`src/rtl/arith_flag_pkg.sv`:
```
package arith_flag_pkg;
    typedef struct packed {
        logic       ca;
        logic       ca32;
        logic       ov;
        logic       ov32;
        logic       so;
        logic [3:0] cr;
    } flag_state_t;
endpackage

```
`src/rtl/afg_carry_cmp.sv`:
```
module afg_carry_cmp #(
    parameter int DATA_W  = 64,
    parameter int HALF_W  = 32,
    parameter int NUM_OPS = 3
) (
    input  logic [NUM_OPS-1:0][DATA_W-1:0] ops,
    input  logic [NUM_OPS-1:0]             op_use,
    input  logic [DATA_W-1:0]              res,
    output logic                           gt_full,
    output logic                           gt_half
);
    logic [NUM_OPS-1:0] gt_full_v;
    logic [NUM_OPS-1:0] gt_half_v;

    for (genvar i = 0; i < NUM_OPS; i++) begin : g_cmp
        assign gt_full_v[i] = op_use[i] && (ops[i] > res);
        assign gt_half_v[i] = op_use[i] && (ops[i][HALF_W-1:0] > res[HALF_W-1:0]);
    end

    assign gt_full = |gt_full_v;
    assign gt_half = |gt_half_v;
endmodule

```
`src/rtl/afg_ovf_detect.sv`:
```
module afg_ovf_detect #(
    parameter int DATA_W = 64,
    parameter int HALF_W = 32
) (
    input  logic [DATA_W-1:0] x,
    input  logic [DATA_W-1:0] y,
    input  logic [DATA_W-1:0] res,
    output logic              ovf_full,
    output logic              ovf_half
);
    localparam int NPOS = 2;
    localparam int SIGN_POS [NPOS] = '{DATA_W-1, HALF_W-1};
    logic [NPOS-1:0] ovf_v;

    for (genvar k = 0; k < NPOS; k++) begin : g_sign
        assign ovf_v[k] = (x[SIGN_POS[k]] == y[SIGN_POS[k]]) &&
                          (res[SIGN_POS[k]] != x[SIGN_POS[k]]);
    end

    assign ovf_full = ovf_v[0];
    assign ovf_half = ovf_v[1];
endmodule

```
`src/rtl/arith_flag_gen.sv`:
```
module arith_flag_gen
    import arith_flag_pkg::*;
#(
    parameter int DATA_W = 64,
    parameter int HALF_W = 32
) (
    input  logic              clk,
    input  logic              rst_n,
    input  logic              op_valid,
    input  logic [DATA_W-1:0] opnd_a,
    input  logic              inv_a,
    input  logic [DATA_W-1:0] opnd_b,
    input  logic              imm_valid,
    input  logic [DATA_W-1:0] imm_data,
    input  logic [DATA_W-1:0] result,
    input  logic              carry_en,
    input  logic [1:0]        done_mask,
    input  logic              ov_en,
    input  logic              ov_ok,
    input  logic              rec_en,
    input  logic              so_clr,
    output logic              ca,
    output logic              ca32,
    output logic              ov,
    output logic              ov32,
    output logic              so,
    output logic [3:0]        cr_field
);
    localparam int NUM_OPS = 3;

    flag_state_t st_d, st_q;

    logic [DATA_W-1:0]              a_eff;
    logic [NUM_OPS-1:0][DATA_W-1:0] op_list;
    logic [NUM_OPS-1:0]             op_use;
    logic                           gt_full, gt_half;
    logic                           ovf_full, ovf_half;

    // the first operand is inverted before any flag evaluation
    assign a_eff   = inv_a ? ~opnd_a : opnd_a;
    assign op_list = {imm_data, opnd_b, a_eff};
    assign op_use  = {imm_valid, 1'b1, 1'b1};

    afg_carry_cmp #(
        .DATA_W (DATA_W),
        .HALF_W (HALF_W),
        .NUM_OPS(NUM_OPS)
    ) cmp_i (
        .ops    (op_list),
        .op_use (op_use),
        .res    (result),
        .gt_full(gt_full),
        .gt_half(gt_half)
    );

    afg_ovf_detect #(
        .DATA_W(DATA_W),
        .HALF_W(HALF_W)
    ) ovf_i (
        .x       (a_eff),
        .y       (opnd_b),
        .res     (result),
        .ovf_full(ovf_full),
        .ovf_half(ovf_half)
    );

    always_comb begin
        st_d = st_q;
        if (op_valid) begin
            if (carry_en) begin
                if (!done_mask[0]) st_d.ca   = gt_full;
                if (!done_mask[1]) st_d.ca32 = gt_half;
            end
            if (ov_en && ov_ok) begin
                st_d.ov   = ovf_full;
                st_d.ov32 = ovf_half;
                st_d.so   = st_q.so | ovf_full;
            end
        end
        if (so_clr) st_d.so = 1'b0;
        if (op_valid && rec_en) begin
            st_d.cr = {result[DATA_W-1],
                       !result[DATA_W-1] && (result != '0),
                       (result == '0),
                       st_d.so};
        end
    end

    always_ff @(posedge clk) begin
        if (!rst_n) st_q <= '0;
        else        st_q <= st_d;
    end

    assign ca       = st_q.ca;
    assign ca32     = st_q.ca32;
    assign ov       = st_q.ov;
    assign ov32     = st_q.ov32;
    assign so       = st_q.so;
    assign cr_field = st_q.cr;

    p_ca_hold_r5: assert property (@(posedge clk) disable iff (!rst_n)
        (op_valid && !carry_en) |=> ($stable(ca) && $stable(ca32)));

    p_mask_ca_r4: assert property (@(posedge clk) disable iff (!rst_n)
        (op_valid && carry_en && done_mask[0]) |=> $stable(ca));

    p_mask_ca32_r4: assert property (@(posedge clk) disable iff (!rst_n)
        (op_valid && carry_en && done_mask[1]) |=> $stable(ca32));

    p_ov_hold_r7: assert property (@(posedge clk) disable iff (!rst_n)
        !(op_valid && ov_en && ov_ok) |=> ($stable(ov) && $stable(ov32)));

    p_so_sticky_r8: assert property (@(posedge clk) disable iff (!rst_n)
        (so && !so_clr) |=> so);

    p_so_clear_r8: assert property (@(posedge clk) disable iff (!rst_n)
        so_clr |=> !so);

    p_cr_hold_r9: assert property (@(posedge clk) disable iff (!rst_n)
        !(op_valid && rec_en) |=> $stable(cr_field));

    p_cr_class_r9: assert property (@(posedge clk) disable iff (!rst_n)
        (op_valid && rec_en) |=> ($countones(cr_field[3:1]) == 1));

    p_idle_r11: assert property (@(posedge clk) disable iff (!rst_n)
        (!op_valid && !so_clr) |=> ($stable(ca) && $stable(ca32) && $stable(ov)
                                    && $stable(ov32) && $stable(so)
                                    && $stable(cr_field)));
endmodule

```
`config.mk`:
```
export PLATFORM = sky130hd
export DESIGN_NAME = arith_flag_gen
export DESIGN_NICKNAME = d
export VERILOG_FILES = /design/src/rtl/arith_flag_pkg.sv /design/src/rtl/afg_carry_cmp.sv /design/src/rtl/afg_ovf_detect.sv /design/src/rtl/arith_flag_gen.sv
export SDC_FILE = /design/constraint.sdc
export NUM_CORES = 1
export LEC_CHECK = 0
export ABC_AREA = 0
export BUFFER_PORTS_ARGS = -buffer_cell sky130_fd_sc_hd__buf_2
export CAP_MARGIN = 10
export CORE_MARGIN = 2
export CORE_UTILIZATION = 33
export CTS_CLUSTER_SIZE = 8
export DETAILED_ROUTE_END_ITERATION = 16
export GPL_TIMING_DRIVEN = 0
export PLACE_DENSITY = 0.6
export SLEW_MARGIN = 20
export SYNTH_ARGS = -nofsm -noshare
export SYNTH_HDL_FRONTEND = slang
export SYNTH_SLANG_ARGS = --single-unit
```
`constraint.sdc`:
```
create_clock -name clk -period 4.46 [get_ports clk]
set_input_delay 0.669 -clock clk [delete_from_list [all_inputs] [get_ports clk]]
set_output_delay 0.669 -clock clk [all_outputs]
set_load 0.05 [all_outputs]
```
==> results summary <==
The flow ran to the end, and the final reports show no timing, DRC or antenna violations. The worst min-delay path startpoint is cr_field[0]$_SDFFE_PN0P_. The routability congestion estimate from global placement came out at ~0.86. The transition time at the pin with the least slew margin is ~0.8 ns. In this run the critical register-to-register path is captured at cr_field[0]$_SDFFE_PN0P_. Among all flip-flop cells after synthesis, the most frequent one is dfxtp_1. The critical path arrival came out at ~4 ns. The core footprint came out at around 16000 um2.

The count of yosys warnings during synthesis is 0. The clock tree root driver cell is clkbuf_16. The die footprint is about 18000 um2.

The number of placement rows is 47. The pin count of the biggest net entering global routing came out at 11. The worst slew margin relative to its limit came out at between 40% and 50%. The kind of start point of the critical path is an input port. The count of endpoints failing setup in the final report is 0. The clock latency of the later-clocked register in the worst-skew pair came out at 0.23 ns. The total vias in the final route is ~6100.

The average via count per standard cell is about 5.1. The I/O pin total is 277. The hold path endpoint is cr_field[0]$_SDFFE_PN0P_. In this run the horizontal extent of the chip is approximately 130 um. The number of design rule violations left after detail routing is 0. Summing the sequential cell areas from Yosys gives under 10% of the chip area. The area growth from synthesis to final layout came out at 31.6%. The initial antenna violation count is 2.

The final-report hold violation count came out at 0. The number of nets in the layout is between 1000 and 1500. The finished layout holds between 1000 and 1500 standard cells, fillers aside. The post-synthesis average cell area came out at between 7 and 8 um2.

The aggregate global routing overflow is 0. TritonCTS built the clock tree. The cell count after synthesis is approximately 700. The total wire length came out at 20.0 mm.

The worst register-to-register path begins at so$_SDFF_PN0_. The number of max-cap violations came out at 0. The final clock period utilization by the worst path is 88.8%. The static power due to leakage is roughly 0.0039 uW. The number of global-route vias before repair came out at approximately 6000.

The clock sink count is 9. The top achievable clock speed is about 250 MHz. The clock skew is a little under 0.00007 ns.

The reg2reg setup slack came out at between 3 and 4 ns. The post-layout worst setup margin came out at 0.500 ns. The maximum fanout count along the critical path is 10.

Summed over all nets, the half-perimeter wirelength after detailed placement is ~19 mm. The critical setup path kind is input port to flip-flop. The power density over cell area came out at around 130 nW/um2. The clock passes through at most 2 buffers. The share of final-layout standard cells stronger than drive strength 1 came out at 29.2%. In the final routed layout, each cell accounts on average for approximately 17 um. In this run, synthesis inferred 0 flip-flops with an integrated enable.

The max-slew violation total from the final report came out at 0. STA classifies the critical path endpoint as a flip-flop. The layout filler cell count came out at ~1700.

The required arrival time at the worst endpoint came out at 4.57 ns. The number of buffers added by the clock tree synthesis step came out at 3. The worst hold path belongs to the class flip-flop to flip-flop.

The smallest clock period supported by the final layout is computed as ~4.0 ns. The number of distinct library cells after synthesis is 50. The wire length of the first global-routing pass is about 31 mm. The flop and latch count out of synthesis is 9. The height of the die is between 100 and 150 um. CTS built an H-tree with a depth of 1. The total routing usage reported by global routing is about 22%. The worst hold path stage count is 2.

The total iterations of the first detailed-routing run is 4. The detail route stage leaves a number of antenna-violating nets equal to 0. The share of flip-flops with an asynchronous set or reset after synthesis came out at 0%. Setup repair after global routing left no endpoint under its margin. The total of buffers placed on input and output ports is around 280. The initial core utilization is 33.5%. The setup slack after placement is -0.0566 ns. The first routing iteration left 180 violations.

The number of cells traversed by the worst register-to-register path came out at 4. Counting tap cells, the placed design contains a total of between 1000 and 1500 instances. In this run the cell area of the synthesized design comes to roughly 5500 um2. The clock-pin transition on the worst setup and hold timing paths is 0.04 ns. Counting every net in the synthesized netlist gives ~1200. Across the VDD grid, the largest voltage drop is just over 100 uV.
[metrics by stage]
step | hold WS (ns) | TNS, ns | total power, uW | util, % | cell area (um2)
2_1_floorplan | 0.672 | 0 | 491 | - | 5520
3_3_place_gp | 0.447 | -0.00522 | 748 | 43.5 | 7170
3_5_place_dp | 0.455 | -0.0566 | 756 | 43.5 | 7170
4_1_cts | 0.462 | 0 | 921 | 44.0 | 7250
5_1_grt | 0.475 | 0 | 1020 | 44.1 | 7260
6_report | 0.455 | 0 | 913 | 44.1 | 7260
[layout make-up]
| cell class | instances | area [um2] | share of cell area [%] |
|---|---|---|---|
| Multi-Input combinational cell | 615 | 5060 | 69.6 |
| Clock buffer | 4 | 78.8 | 1.09 |
| Tap cell | 220 | 275 | 3.79 |
| Timing Repair Buffer | 275 | 1380 | 18.9 |
| Antenna cell | 2 | 5.00 | 0.0689 |
| Buffer | 7 | 35.0 | 0.482 |
| Sequential cell | 9 | 180 | 2.48 |
| Inverter | 68 | 255 | 3.51 |
[what timing repair did]
item	CTS	global route
hold buffers	0	0
endpoints found under the setup margin	0	1
setup buffers	0	0
gates resized for setup	0	5
[state kept, by name, summed over array words and instances, names as in the netlist]
register / cells
ca32: 1
so: 1
ov32: 1
ca: 1
ov: 1
cr_field: 4
[worst max-delay path by stage]
stage          cells after the start         endpoint  slack (ns)   from
2_1_floorplan                     11  ca$_SDFFE_PN0P_        0.86  inv_a
3_3_place_gp                      11  ca$_SDFFE_PN0P_      -0.005  inv_a
3_5_place_dp                      11  ca$_SDFFE_PN0P_       -0.06  inv_a
4_1_cts                           11  ca$_SDFFE_PN0P_        0.20  inv_a
5_1_grt                           11  ca$_SDFFE_PN0P_        0.06  inv_a
6_report                          11  ca$_SDFFE_PN0P_        0.50  inv_a
[power by group]
group / switching (uW) / total, uW / internal [uW]
registers: 1.28 / 84.7 / 83.4
logic: 365 / 669 / 304
clock network: 39.8 / 159 / 120
[synth_stat cells, drive strengths merged, types with 2 or more instances]
| cell type | count | area, um2 |
|---|---|---|
| a21oi | 86 | 430 |
| xor2 | 65 | 569 |
| a21o | 13 | 97.6 |
| a2111oi | 2 | 42.5 |
| nand4 | 47 | 307 |
| nand2b | 2 | 12.5 |
| o31ai | 2 | 15.0 |
| or4 | 6 | 48.8 |
| o41ai | 2 | 17.5 |
| nor3 | 8 | 40.0 |
| buf | 2 | 7.51 |
| clkbuf | 5 | 18.8 |
| o211ai | 5 | 37.5 |
| and2 | 3 | 18.8 |
| nand3 | 27 | 135 |
| inv | 68 | 255 |
| or3 | 2 | 12.5 |
| a211oi | 5 | 37.5 |
| nor2b | 6 | 37.5 |
| ha | 192 | 2400 |
| o2bb2ai | 2 | 17.5 |
| a221o | 3 | 30.0 |
| a31oi | 2 | 12.5 |
| dfxtp | 9 | 180 |
| nand2 | 47 | 176 |
| nor2 | 13 | 48.8 |
| a221oi | 5 | 43.8 |
| nor4 | 24 | 156 |
| o21a | 6 | 45.0 |
| a21boi | 6 | 45.1 |
| o21ai | 21 | 105 |
[cell families after synthesis]
kind of cell	after synthesis	share of synthesized area [%]
and+or+nand+nor	188	18.4
buffers and inverters	75	5.10
xor gates and xnor gates	66	10.5
AOI/OAI and AO/OA	169	19.2
DFF	9	3.26
adders and majority gates	192	43.5
[placed cells by master (no fill, tap or decap), types with 8 or more instances in the layout]
cell type and n:
a21o_1 13, a21oi_1 86, buf_2 275, dfxtp_1 9, ha_1 192, inv_1 68, nand2_1 47, nand3_1 27
nand4_1 45, nor2_1 13, nor3_1 8, nor4_1 23, o21ai_0 19, xor2_1 65
[layer usage]
layer / GRT usage [%] / vias up / wire [um]
met5: 0 / - / 0
met4: 4.20 / 0 / 325
met3: 1.60 / 16 / 997
met2: 39.1 / 188 / 9550
met1: 29.0 / 2715 / 9110
li1: - / 3209 / -
[worst max-delay path, cell delays in order]
cell             delay [ns]
clkdlybuf4s15_1        0.66
clkbuf_1               0.59
xor2_1                 0.15
ha_1                   0.34
nand4_1                0.20
nor3_1                 0.30
nor4b_1                0.45
nand2b_1               0.15
a22o_1                 0.26
a2111oi_2              0.20
a21oi_1                0.10
No activity file was read; power rests on OpenSTA's default activity.
